## src/rtl/nand_dev_pkg.sv

```systemverilog
// Shared types and constants for the NAND device model.
// Command codes and status bit positions are decoded by the host, so they are fixed.
package nand_dev_pkg;

    typedef enum logic [3:0] {
        S_IDLE, S_RD_ADDR, S_RD_CONF, S_RD_DATA, S_PG_ADDR, S_PG_DATA,
        S_RIN_ADDR, S_ER_ADDR, S_ER_CONF, S_RO_ADDR, S_RO_CONF, S_ID_ADDR, S_BUSY
    } ctl_state_t;

    typedef enum logic [1:0] {OUT_NONE, OUT_STATUS, OUT_ARRAY, OUT_ID} out_mode_t;

    typedef enum logic [1:0] {OP_READ, OP_PROG, OP_ERASE, OP_RESET} busy_op_t;

    localparam logic [7:0] CMD_READ       = 8'h00;
    localparam logic [7:0] CMD_READ_GO    = 8'h30;
    localparam logic [7:0] CMD_CACHE      = 8'h31;
    localparam logic [7:0] CMD_RND_OUT    = 8'h05;
    localparam logic [7:0] CMD_RND_OUT_GO = 8'hE0;
    localparam logic [7:0] CMD_PROG       = 8'h80;
    localparam logic [7:0] CMD_RND_IN     = 8'h85;
    localparam logic [7:0] CMD_PROG_GO    = 8'h10;
    localparam logic [7:0] CMD_ERASE      = 8'h60;
    localparam logic [7:0] CMD_ERASE_GO   = 8'hD0;
    localparam logic [7:0] CMD_STATUS     = 8'h70;
    localparam logic [7:0] CMD_ID         = 8'h90;
    localparam logic [7:0] CMD_RESET      = 8'hFF;

    // Address cycle counter limits (last index of each phase)
    localparam logic [2:0] ADDR_LAST = 3'd4;
    localparam logic [2:0] ROW_LAST  = 3'd2;
    localparam logic [2:0] COL_LAST  = 3'd1;
    localparam logic [2:0] PAGE_CYC  = 3'd2;

    localparam logic [2:0] ID_LAST = 3'd4;

    // Identifier byte for a given read index (saturates on the last one)
    function automatic logic [7:0] id_byte(input logic [2:0] idx);
        case (idx)
            3'd0:    return 8'hAD;
            3'd1:    return 8'h3C;
            3'd2:    return 8'h01;
            3'd3:    return 8'h2A;
            default: return 8'h44;
        endcase
    endfunction

endpackage

```

## src/rtl/nand_edge_det.sv

```systemverilog
// Rising-edge detector for an active-low strobe that is already synchronous to clk.
// Assumes the strobe idles high; the stored copy resets high so no edge is seen at reset.
module nand_edge_det (
    input  logic clk,
    input  logic rst_n,
    input  logic strobe_n,
    output logic rise
);
    logic prev;

    // Keep last cycle's strobe level
    always_ff @(posedge clk) begin : prev_reg
        if (!rst_n) prev <= 1'b1;
        else        prev <= strobe_n;
    end

    assign rise = strobe_n & ~prev;
endmodule

```

## src/rtl/nand_busy_timer.sv

```systemverilog
// Down-counter for busy periods. Load sets the count, clear drops it to zero.
// done pulses in the cycle whose clock edge brings the count from 1 to 0.
module nand_busy_timer #(
    parameter int CNT_W = 4
) (
    input  logic             clk,
    input  logic             rst_n,
    input  logic             load,
    input  logic [CNT_W-1:0] load_val,
    input  logic             clear,
    output logic [CNT_W-1:0] count,
    output logic             busy,
    output logic             done
);
    // Count down the active busy period
    always_ff @(posedge clk) begin : cnt_reg
        if (!rst_n)              count <= '0;
        else if (clear)          count <= '0;
        else if (load)           count <= load_val;
        else if (count != '0)    count <= count - CNT_W'(1);
    end

    assign busy = (count != '0);
    assign done = (count == CNT_W'(1)) && !clear && !load;
endmodule

```

## src/rtl/nand_page_store.sv

```systemverilog
// Tiny page array plus one program buffer. Commit ANDs the buffer into a page,
// erase sets every byte to FFh. Reads are combinational.
module nand_page_store #(
    parameter int PAGE_BYTES = 16,
    parameter int NUM_PAGES  = 4,
    localparam int COL_W = $clog2(PAGE_BYTES),
    localparam int PG_W  = $clog2(NUM_PAGES)
) (
    input  logic             clk,
    input  logic             rst_n,
    input  logic             buf_fill,
    input  logic             buf_we,
    input  logic [COL_W-1:0] buf_col,
    input  logic [7:0]       buf_wdata,
    input  logic             commit,
    input  logic [PG_W-1:0]  commit_page,
    input  logic             erase_all,
    input  logic [PG_W-1:0]  rd_page,
    input  logic [COL_W-1:0] rd_col,
    output logic [7:0]       rd_data
);
    logic [7:0] mem  [NUM_PAGES][PAGE_BYTES];
    logic [7:0] pbuf [PAGE_BYTES];

    // Array and buffer updates
    always_ff @(posedge clk) begin : store_seq
        if (!rst_n) begin
            for (int p = 0; p < NUM_PAGES; p++)
                for (int c = 0; c < PAGE_BYTES; c++) mem[p][c] <= 8'hFF;
            for (int c = 0; c < PAGE_BYTES; c++) pbuf[c] <= 8'hFF;
        end else begin
            if (erase_all) begin
                for (int p = 0; p < NUM_PAGES; p++)
                    for (int c = 0; c < PAGE_BYTES; c++) mem[p][c] <= 8'hFF;
            end else if (commit) begin
                for (int c = 0; c < PAGE_BYTES; c++)
                    mem[commit_page][c] <= mem[commit_page][c] & pbuf[c];
            end
            if (buf_fill) begin
                for (int c = 0; c < PAGE_BYTES; c++) pbuf[c] <= 8'hFF;
            end else if (buf_we) begin
                pbuf[buf_col] <= buf_wdata;
            end
        end
    end

    assign rd_data = mem[rd_page][rd_col];
endmodule

```

## src/rtl/nand_dev_if.sv

```systemverilog
// Device side of an 8-bit asynchronous NAND bus, all pins synchronous to clk.
// Decodes command/address/data bytes on the write-strobe rising edge, runs
// busy periods from parameter counts and drives status, identifier or array data.
// Assumes the host holds cle/ale/io_in stable across the write-strobe rise.
module nand_dev_if
    import nand_dev_pkg::*;
#(
    parameter int PAGE_BYTES = 16,
    parameter int NUM_PAGES  = 4,
    parameter int T_READ     = 6,
    parameter int T_PROG     = 10,
    parameter int T_ERASE    = 14,
    parameter int T_RESET    = 5
) (
    input  logic       clk,
    input  logic       rst_n,
    input  logic       cle,
    input  logic       ale,
    input  logic       we_n,
    input  logic       re_n,
    input  logic       wp_n,
    input  logic [7:0] io_in,
    output logic [7:0] io_out,
    output logic       rb_n,
    output logic       proto_err
);
    localparam int COL_W = $clog2(PAGE_BYTES);
    localparam int PG_W  = $clog2(NUM_PAGES);
    localparam int T_M1  = (T_READ > T_PROG) ? T_READ : T_PROG;
    localparam int T_M2  = (T_ERASE > T_RESET) ? T_ERASE : T_RESET;
    localparam int T_MAX = (T_M1 > T_M2) ? T_M1 : T_M2;
    localparam int CNT_W = $clog2(T_MAX + 1);

    ctl_state_t       state, state_n;
    out_mode_t        out_mode, out_n;
    busy_op_t         op, op_n;
    logic [COL_W-1:0] col, col_n;
    logic [PG_W-1:0]  page, page_n;
    logic [2:0]       acnt, acnt_n, id_idx, idx_n;
    logic             fail, fail_n, perr, err_n;
    logic             we_rise, re_rise, is_cmd, is_addr, is_data;
    logic             t_load, busy, t_done, abort, buf_fill, buf_we;
    logic [CNT_W-1:0] t_val, busy_cnt;
    logic [7:0]       rd_data, status;

    nand_edge_det u_we (.clk(clk), .rst_n(rst_n), .strobe_n(we_n), .rise(we_rise));
    nand_edge_det u_re (.clk(clk), .rst_n(rst_n), .strobe_n(re_n), .rise(re_rise));

    nand_busy_timer #(.CNT_W(CNT_W)) u_timer (
        .clk(clk), .rst_n(rst_n), .load(t_load), .load_val(t_val), .clear(abort),
        .count(busy_cnt), .busy(busy), .done(t_done));

    nand_page_store #(.PAGE_BYTES(PAGE_BYTES), .NUM_PAGES(NUM_PAGES)) u_store (
        .clk(clk), .rst_n(rst_n), .buf_fill(buf_fill), .buf_we(buf_we), .buf_col(col),
        .buf_wdata(io_in), .commit(t_done && op == OP_PROG), .commit_page(page),
        .erase_all(t_done && op == OP_ERASE), .rd_page(page), .rd_col(col),
        .rd_data(rd_data));

    assign is_cmd  = we_rise & cle & ~ale;
    assign is_addr = we_rise & ale & ~cle;
    assign is_data = we_rise & ~ale & ~cle;
    assign abort   = busy && (op == OP_PROG || op == OP_ERASE) && !wp_n;

    // Next-state decode of bus cycles, busy completion and read strobes
    always_comb begin : decode
        state_n = state; out_n = out_mode; op_n = op; col_n = col; page_n = page;
        acnt_n = acnt; idx_n = id_idx; fail_n = fail; err_n = perr;
        t_load = 1'b0; t_val = '0; buf_fill = 1'b0; buf_we = 1'b0;
        if (abort) begin
            state_n = S_IDLE; fail_n = 1'b1;
        end else if (t_done) begin
            state_n = (op == OP_READ) ? S_RD_DATA : S_IDLE;
        end
        if (is_cmd) begin
            if (io_in == CMD_STATUS) begin
                out_n = OUT_STATUS;
            end else if (io_in == CMD_RESET) begin
                if (!(busy && op == OP_RESET)) begin
                    t_load = 1'b1; t_val = CNT_W'(T_RESET); op_n = OP_RESET;
                    state_n = S_BUSY; out_n = OUT_NONE; fail_n = 1'b0;
                end
            end else if (busy) begin
                err_n = 1'b1;
            end else begin
                out_n = OUT_NONE; state_n = S_IDLE; acnt_n = '0;
                case (io_in)
                    CMD_READ:  state_n = S_RD_ADDR;
                    CMD_PROG:  begin state_n = S_PG_ADDR; buf_fill = 1'b1; end
                    CMD_ERASE: state_n = S_ER_ADDR;
                    CMD_ID:    state_n = S_ID_ADDR;
                    CMD_READ_GO:
                        if (state == S_RD_CONF) begin
                            t_load = 1'b1; t_val = CNT_W'(T_READ); op_n = OP_READ;
                            state_n = S_BUSY; out_n = OUT_ARRAY;
                        end else err_n = 1'b1;
                    CMD_CACHE:
                        if (state == S_RD_DATA && page != PG_W'(NUM_PAGES - 1)) begin
                            page_n = page + PG_W'(1); col_n = '0;
                            t_load = 1'b1; t_val = CNT_W'(T_READ); op_n = OP_READ;
                            state_n = S_BUSY; out_n = OUT_ARRAY;
                        end else err_n = 1'b1;
                    CMD_RND_OUT:
                        if (state == S_RD_DATA) state_n = S_RO_ADDR;
                        else err_n = 1'b1;
                    CMD_RND_OUT_GO:
                        if (state == S_RO_CONF) begin
                            state_n = S_RD_DATA; out_n = OUT_ARRAY;
                        end else err_n = 1'b1;
                    CMD_RND_IN:
                        if (state == S_PG_DATA) state_n = S_RIN_ADDR;
                        else err_n = 1'b1;
                    CMD_PROG_GO, CMD_ERASE_GO:
                        if ((io_in == CMD_PROG_GO && state == S_PG_DATA) ||
                            (io_in == CMD_ERASE_GO && state == S_ER_CONF)) begin
                            if (wp_n) begin
                                t_load = 1'b1; fail_n = 1'b0; state_n = S_BUSY;
                                t_val = (io_in == CMD_PROG_GO) ? CNT_W'(T_PROG) : CNT_W'(T_ERASE);
                                op_n  = (io_in == CMD_PROG_GO) ? OP_PROG : OP_ERASE;
                            end else fail_n = 1'b1;
                        end else err_n = 1'b1;
                    default: err_n = 1'b1;
                endcase
            end
        end else if (is_addr) begin
            if (busy) err_n = 1'b1;
            else begin
                case (state)
                    S_RD_ADDR, S_PG_ADDR: begin
                        if (acnt == '0) col_n = io_in[COL_W-1:0];
                        if (acnt == PAGE_CYC) page_n = io_in[PG_W-1:0];
                        acnt_n = acnt + 3'd1;
                        if (acnt == ADDR_LAST)
                            state_n = (state == S_RD_ADDR) ? S_RD_CONF : S_PG_DATA;
                    end
                    S_ER_ADDR: begin
                        acnt_n = acnt + 3'd1;
                        if (acnt == ROW_LAST) state_n = S_ER_CONF;
                    end
                    S_RO_ADDR, S_RIN_ADDR: begin
                        if (acnt == '0) col_n = io_in[COL_W-1:0];
                        acnt_n = acnt + 3'd1;
                        if (acnt == COL_LAST)
                            state_n = (state == S_RO_ADDR) ? S_RO_CONF : S_PG_DATA;
                    end
                    S_ID_ADDR: begin state_n = S_IDLE; out_n = OUT_ID; idx_n = '0; end
                    default:   begin state_n = S_IDLE; err_n = 1'b1; end
                endcase
            end
        end else if (is_data && !busy && state == S_PG_DATA) begin
            buf_we = 1'b1; col_n = col + COL_W'(1);
        end else if (we_rise) begin
            err_n = 1'b1;
            if (!busy) state_n = S_IDLE;
        end
        if (re_rise) begin
            if (out_mode == OUT_ARRAY && state == S_RD_DATA) col_n = col + COL_W'(1);
            else if (out_mode == OUT_ID && id_idx != ID_LAST) idx_n = id_idx + 3'd1;
        end
    end

    // Control registers
    always_ff @(posedge clk) begin : ctl_regs
        if (!rst_n) begin
            state <= S_IDLE; out_mode <= OUT_NONE; op <= OP_READ; col <= '0; page <= '0;
            acnt <= '0; id_idx <= '0; fail <= 1'b0; perr <= 1'b0;
        end else begin
            state <= state_n; out_mode <= out_n; op <= op_n; col <= col_n; page <= page_n;
            acnt <= acnt_n; id_idx <= idx_n; fail <= fail_n; perr <= err_n;
        end
    end

    assign status = {wp_n, ~busy, 5'b0, fail};

    // Output byte selection
    always_comb begin : out_mux
        case (out_mode)
            OUT_STATUS: io_out = status;
            OUT_ARRAY:  io_out = rd_data;
            OUT_ID:     io_out = id_byte(id_idx);
            default:    io_out = 8'hFF;
        endcase
    end

    assign rb_n      = ~busy;
    assign proto_err = perr;
endmodule

```

## config.mk

```make
export PLATFORM = sky130hd
export DESIGN_NAME = nand_dev_if
export DESIGN_NICKNAME = d
export VERILOG_FILES = /design/src/rtl/nand_dev_pkg.sv /design/src/rtl/nand_edge_det.sv /design/src/rtl/nand_busy_timer.sv /design/src/rtl/nand_page_store.sv /design/src/rtl/nand_dev_if.sv
export SDC_FILE = /design/constraint.sdc
export NUM_CORES = 1
export LEC_CHECK = 0
export ABC_CLOCK_PERIOD_IN_PS = 7400
export BUFFER_PORTS_ARGS = -buffer_cell sky130_fd_sc_hd__buf_2
export CORE_ASPECT_RATIO = 1.2
export CORE_MARGIN = 2
export CORE_UTILIZATION = 40
export CTS_CLUSTER_SIZE = 16
export DETAILED_ROUTE_END_ITERATION = 12
export HOLD_SLACK_MARGIN = 0.06
export PLACE_DENSITY_LB_ADDON = 0.12
export RECOVER_POWER = 25
export SLEW_MARGIN = 10
export SYNTH_ARGS = -nofsm -noshare
export SYNTH_HDL_FRONTEND = slang
export SYNTH_SLANG_ARGS = --single-unit
export TNS_END_PERCENT = 1
```

## constraint.sdc

```tcl
create_clock -name clk -period 7.4 [get_ports clk]
set_clock_uncertainty 0.15 [all_clocks]
set_input_delay 0.37 -clock clk [delete_from_list [all_inputs] [get_ports clk]]
set_output_delay 0.37 -clock clk [all_outputs]
set_load 0.005 [all_outputs]
```

After elaboration in Yosys (flattened, before gate mapping) --
Memory sizes are Yosys's and may differ from the RTL's. A register that Yosys moved wholly into a read port is not among the register bits. Index checks and enable logic that the tools add are counted.
Storage, ports and cells: register bits 28, bits in latches 0, bits in writable memories 640, bits in read-only memories 0, input port bits 15, output and inout port bits 10, word-level logic and storage cells 490, memories 2
Operators by class: $add $sub $neg 5, $mul 0, divide/modulo/power cells 0, magnitude comparators 1, equality and inequality tests 61, shifts and indexed selects 0, muxes and demuxes 249, bitwise logic cells 112, reduce and logical (&&, ||, !) cells 48
Memories:
- u_store.mem | words 4, width 128, read ports 1, clocked after Yosys merged registers in 1, wr ports 4, RTL line nand_page_store.sv:22 | logic [7:0] mem [NUM_PAGES][PAGE_BYTES];
- u_store.pbuf | words 16, width 8, read ports 16, clocked after Yosys merged registers in 0, wr ports 16, RTL line nand_page_store.sv:23 | logic [7:0] pbuf [PAGE_BYTES];
Operators with widths (count):
- 8-bit two-way mux | 83
- 4-bit two-way mux | 43
- 8-bit AND | 16
- 128-bit two-way mux | 1
- 128-bit OR reduction | 1
- 1-bit bitwise OR | 80
- 2-bit two-way mux | 34
- 3-bit two-way mux | 20
- 1-bit two-way mux | 57
- 8-bit equality test (second input constant) | 6
- 4-bit case mux with 10 select lines | 1
- 8-bit binary-select mux with 4-bit select | 1
- 8-bit case mux with 4 select lines | 1
- 4-bit != test (second input constant) | 7
- 4-bit case mux with 3 select lines | 2
- 8-bit case mux with 3 select lines | 1
- 3-bit != test (second input constant) | 6
- 9-bit AND reduction | 2
- 4-bit by 3-bit equality test with 1-bit output (second input constant) | 4
- 4-bit equality test (second input constant) | 4
- 8-bit by 6-bit equality test with 1-bit output (second input constant) | 2
- 8-bit by 7-bit equality test with 1-bit output (second input constant) | 2
- 16-bit two-way mux | 1
- 1-bit logical AND | 14
- 41 further kinds | 87

Logic depth before layout (Yosys ltp) --
word-level depth 18, mapped depth 13, depth with buffers taken out 10

Hierarchy --
From an unflattened synthesis, not the netlist that was laid out.
Second synthesis, totals: cell total of the unflattened synthesis 2378, area total of the unflattened synthesis 32920.3 µm²
Modules (own cells, without submodules):
- nand_page_store | instances 1, cells an instance 1988, area an instance 30091.4 µm², seq. area each 19218.4 µm²
- nand_dev_if | instances 1, cells an instance 354, area an instance 2492.4 µm², seq. area each 440.4 µm²
- nand_busy_timer | instances 1, cells an instance 30, area an instance 256.5 µm², seq. area each 80.1 µm²
- nand_edge_det | instances 2, cells an instance 3, area an instance 40.0 µm², seq. area each 20.0 µm²

Least setup slack after synthesis --
Ideal clock, no wire load.
path kind input port to flip-flop, start point input io_in[1], end point memory u_store.mem[3][0] (netlist bit) (enable), library setup time 0.518 ns, arrival 5.494 ns, required time 6.732 ns, slack 1.238 ns, cell stages on the path 7, buffers on the path 0, cell sequence or4_4 o41a_4 a31oi_4 a21bo_2 nor3_4 and2_2 a311o_1
RTL lines:
- start, declared | RTL line nand_dev_if.sv:22 | input logic [7:0] io_in,
- end, declared | RTL line nand_page_store.sv:22

==> impl_metrics.tcl <==
set metrics [dict create \
    status "finished clean" \
    rsz0062_at_grt "no" \
    final_cell_area_mm2 0.0333 \
    drt-pass1-iter-count 5 \
    p_leak_nw 8.53 \
    finalHoldViolations 0 \
    grt_pass1_wl_um 125000 \
    arrival_ps 5770 \
    fin_ws_ps 1790 \
    final.setup.tns_ps 0 \
    powerDensity_mw_per_mm2 241 \
    cts-htree-levels 3 \
    peakVddDrop_uv 196 \
    hold_path.class "in2reg" \
    setup_violations 0 \
    mostFrequentLayoutCell "nand2_1" \
    slowest_stage "buf_4" \
    critPathKind "reg2reg" \
    place_area_mm2 0.0310 \
    ys_types 70 \
    ys_seq_elements 670 \
    async_flop_share 0 \
    hold_depth 5 \
    fp.dieArea_mm2 0.0772 \
    avgViaCountPerCell 5.70 \
    syn_nets 2230 \
    fmax_mhz 178 \
    tightest_slew_ps 1130 \
    max_stage_delay_ps 870 \
    routedWlPerCell_um 25.6 \
    dominantRegCellSynth "edfxtp_1" \
    yosys_warnings 0 \
    mostFrequentLayoutCells "nand2_1 (733), edfxtp_1 (640), mux4_2 (148)" \
    cts-buffers-inserted 73 \
    finalMaxSlewViolations 0 \
    max_cap_violations 0 \
    worst-r2r-cell-count 12 \
    grt_max_degree 129 \
    port_buffers 24 \
    cts_setup_buffers 0 \
    p_total_mw 8.00 \
    critPathRequiredTime_ps 7570 \
    antenna_found_initial 3 \
    syn_avg_cell_area_um2 13.7 \
    synth-seq-area-share 0.661 \
    wl_um 83600 \
    finalNonFillerCells 3263 \
    cp-end-kind "flop" \
    crit_path_cell_trace "inv_1 > ha_1 > or3b_1 > inv_1 > o211ai_1 > nor3_1 > a21bo_1 > nor3_1 > and2_0 > buf_4 > buf_4 > nand2_1" \
    dp.cells 3125 \
    area_growth_pct 10.9 \
    ioPinCount 25 \
    finalCritPeriodShare 0.758 \
    ant_nets 0 \
    startpoint_type "flop" \
    hold_slack_ps 190 \
    die_h_um 304 \
    num_antenna_cells 0 \
    grt_overflow 0 \
    place_hpwl_um 47500 \
    cts_buffer_depth 3 \
    nFillCells 6830 \
    largest_reg_flops 512 \
    gr-usage-all-layers 0.219 \
    start_util 0.406 \
    drt_iter0_markers 1775 \
    gp_congestion 0.871 \
    clk_pin_slew_ps 70 \
    cts_tree "yes" \
    drive_gt1_frac 0.147 \
    reg.largest.list "u_store.mem (512), u_store.pbuf (128)" \
    coreArea_mm2 0.0739 \
    largest-register "u_store.mem" \
    clkLatencyLatePin_ps 620 \
    dieWidth_um 254 \
    synth_cells 2192 \
    syn-cell-area_mm2 0.0300 \
    crit_path_max_fanout 65 \
    relSlewSlack 0.241 \
    via_count 18600 \
    nNetsFinal 2246 \
    postLayoutCoreUtil 0.450 \
    dp_slack_ps 2130 \
    row_count 109 \
    drc_errors 0 \
    grt_pass1_vias 19100 \
    min_period_ps 5610 \
    synth_edf_count 640 \
    root_buffer "clkbuf_16" \
    clock-sinks 670 \
]
[worst max-delay path: cells and delay by family, from the launching register on]
family / cells / cell delay, ps
compound gates: 2 / 560
simple gates: 5 / 1670
flops: 1 / 370
fa+ha+maj: 1 / 240
buf+inv: 4 / 2240
[final timing paths]
kind                     from                  end  slack [ps]
max reg2reg  u_timer.count[0]  u_store.mem[1][126]        1790
min reg2reg         proto_err            proto_err         340
min                       cle             state[2]         190
max          u_timer.count[0]  u_store.mem[1][126]        1790
[layout make-up]
| type | count | area, µm² | share of cell area |
|---|---|---|---|
| inverter | 26 | 97.6 | 0.00293 |
| sequential | 670 | 19800 | 0.596 |
| timing repair buffer | 88 | 632 | 0.0190 |
| clock buffer | 96 | 2010 | 0.0604 |
| multi-input combinational | 1349 | 9220 | 0.277 |
| tap | 999 | 1250 | 0.0376 |
| clock inverter | 35 | 224 | 0.00674 |
[Yosys cell counts, drive strengths merged (3+ instances only)]
cell,instances,area [µm²]
o211ai,4,30.0
o22ai,7,43.8
clkbuf,74,278
a22o,9,78.8
xnor2,4,35.0
or4,4,33.8
o21ai,48,240
a221oi,8,70.1
and3b,4,35.0
buf,73,574
dfxtp,30,601
a21boi,3,22.5
nor4,4,43.8
a211oi,12,90.1
mux4,148,3330
or3,83,519
nand3,28,140
a32oi,4,35.0
nand2b,12,75.1
nand3b,3,22.5
edfxtp,640,19200
a22oi,6,45.0
a311o,5,50.1
nor2b,10,62.6
nand2,733,2750
o21a,4,30.0
nor3,21,116
a221o,4,40.0
o41ai,3,33.8
a21oi,42,210
inv,24,90.1
nor4bb,6,60.1
nor3b,4,30.0
mux2i,7,70.1
ha,23,288
a31oi,5,46.3
nand4,6,37.5
and2,7,46.3
nor2,51,191
[what timing repair did]
| item | CTS | global route |
|---|---|---|
| endpoints found under the hold margin | 5 | 0 |
| hold buffers | 7 | 0 |
| resized for setup | 0 | 0 |
[kinds of logic after synthesis]
| kind of cell | Yosys count | share of synthesized area |
|---|---|---|
| AO/OA/AOI/OAI | 182 | 0.0414 |
| XOR/XNOR | 5 | 0.00146 |
| adder cells (fa/ha/maj) | 23 | 0.00960 |
| buffers and inverters | 173 | 0.0317 |
| flip-flops | 670 | 0.661 |
| multiplexers | 157 | 0.114 |
| AND/OR/NAND/NOR | 982 | 0.141 |
[layer usage]
metal	vias to the layer above	part of all wire	GRT usage	wire length (µm)
li1	8154	-	-	-
met4	2	0.023	0.0621	1920
met3	115	0.062	0.0313	5220
met5	-	0.00014	0	12
met2	648	0.50	0.366	41800
met1	9672	0.41	0.298	34600
[where the power goes]
group / leakage [nW] / switching (mW) / total [mW] / internal, mW
logic: 2.88 / 0.269 / 0.357 / 0.0877
registers: 4.57 / 0.0279 / 4.18 / 4.15
clock network: 1.08 / 1.49 / 3.47 / 1.98
No activity file was read; power rests on OpenSTA's default activity.
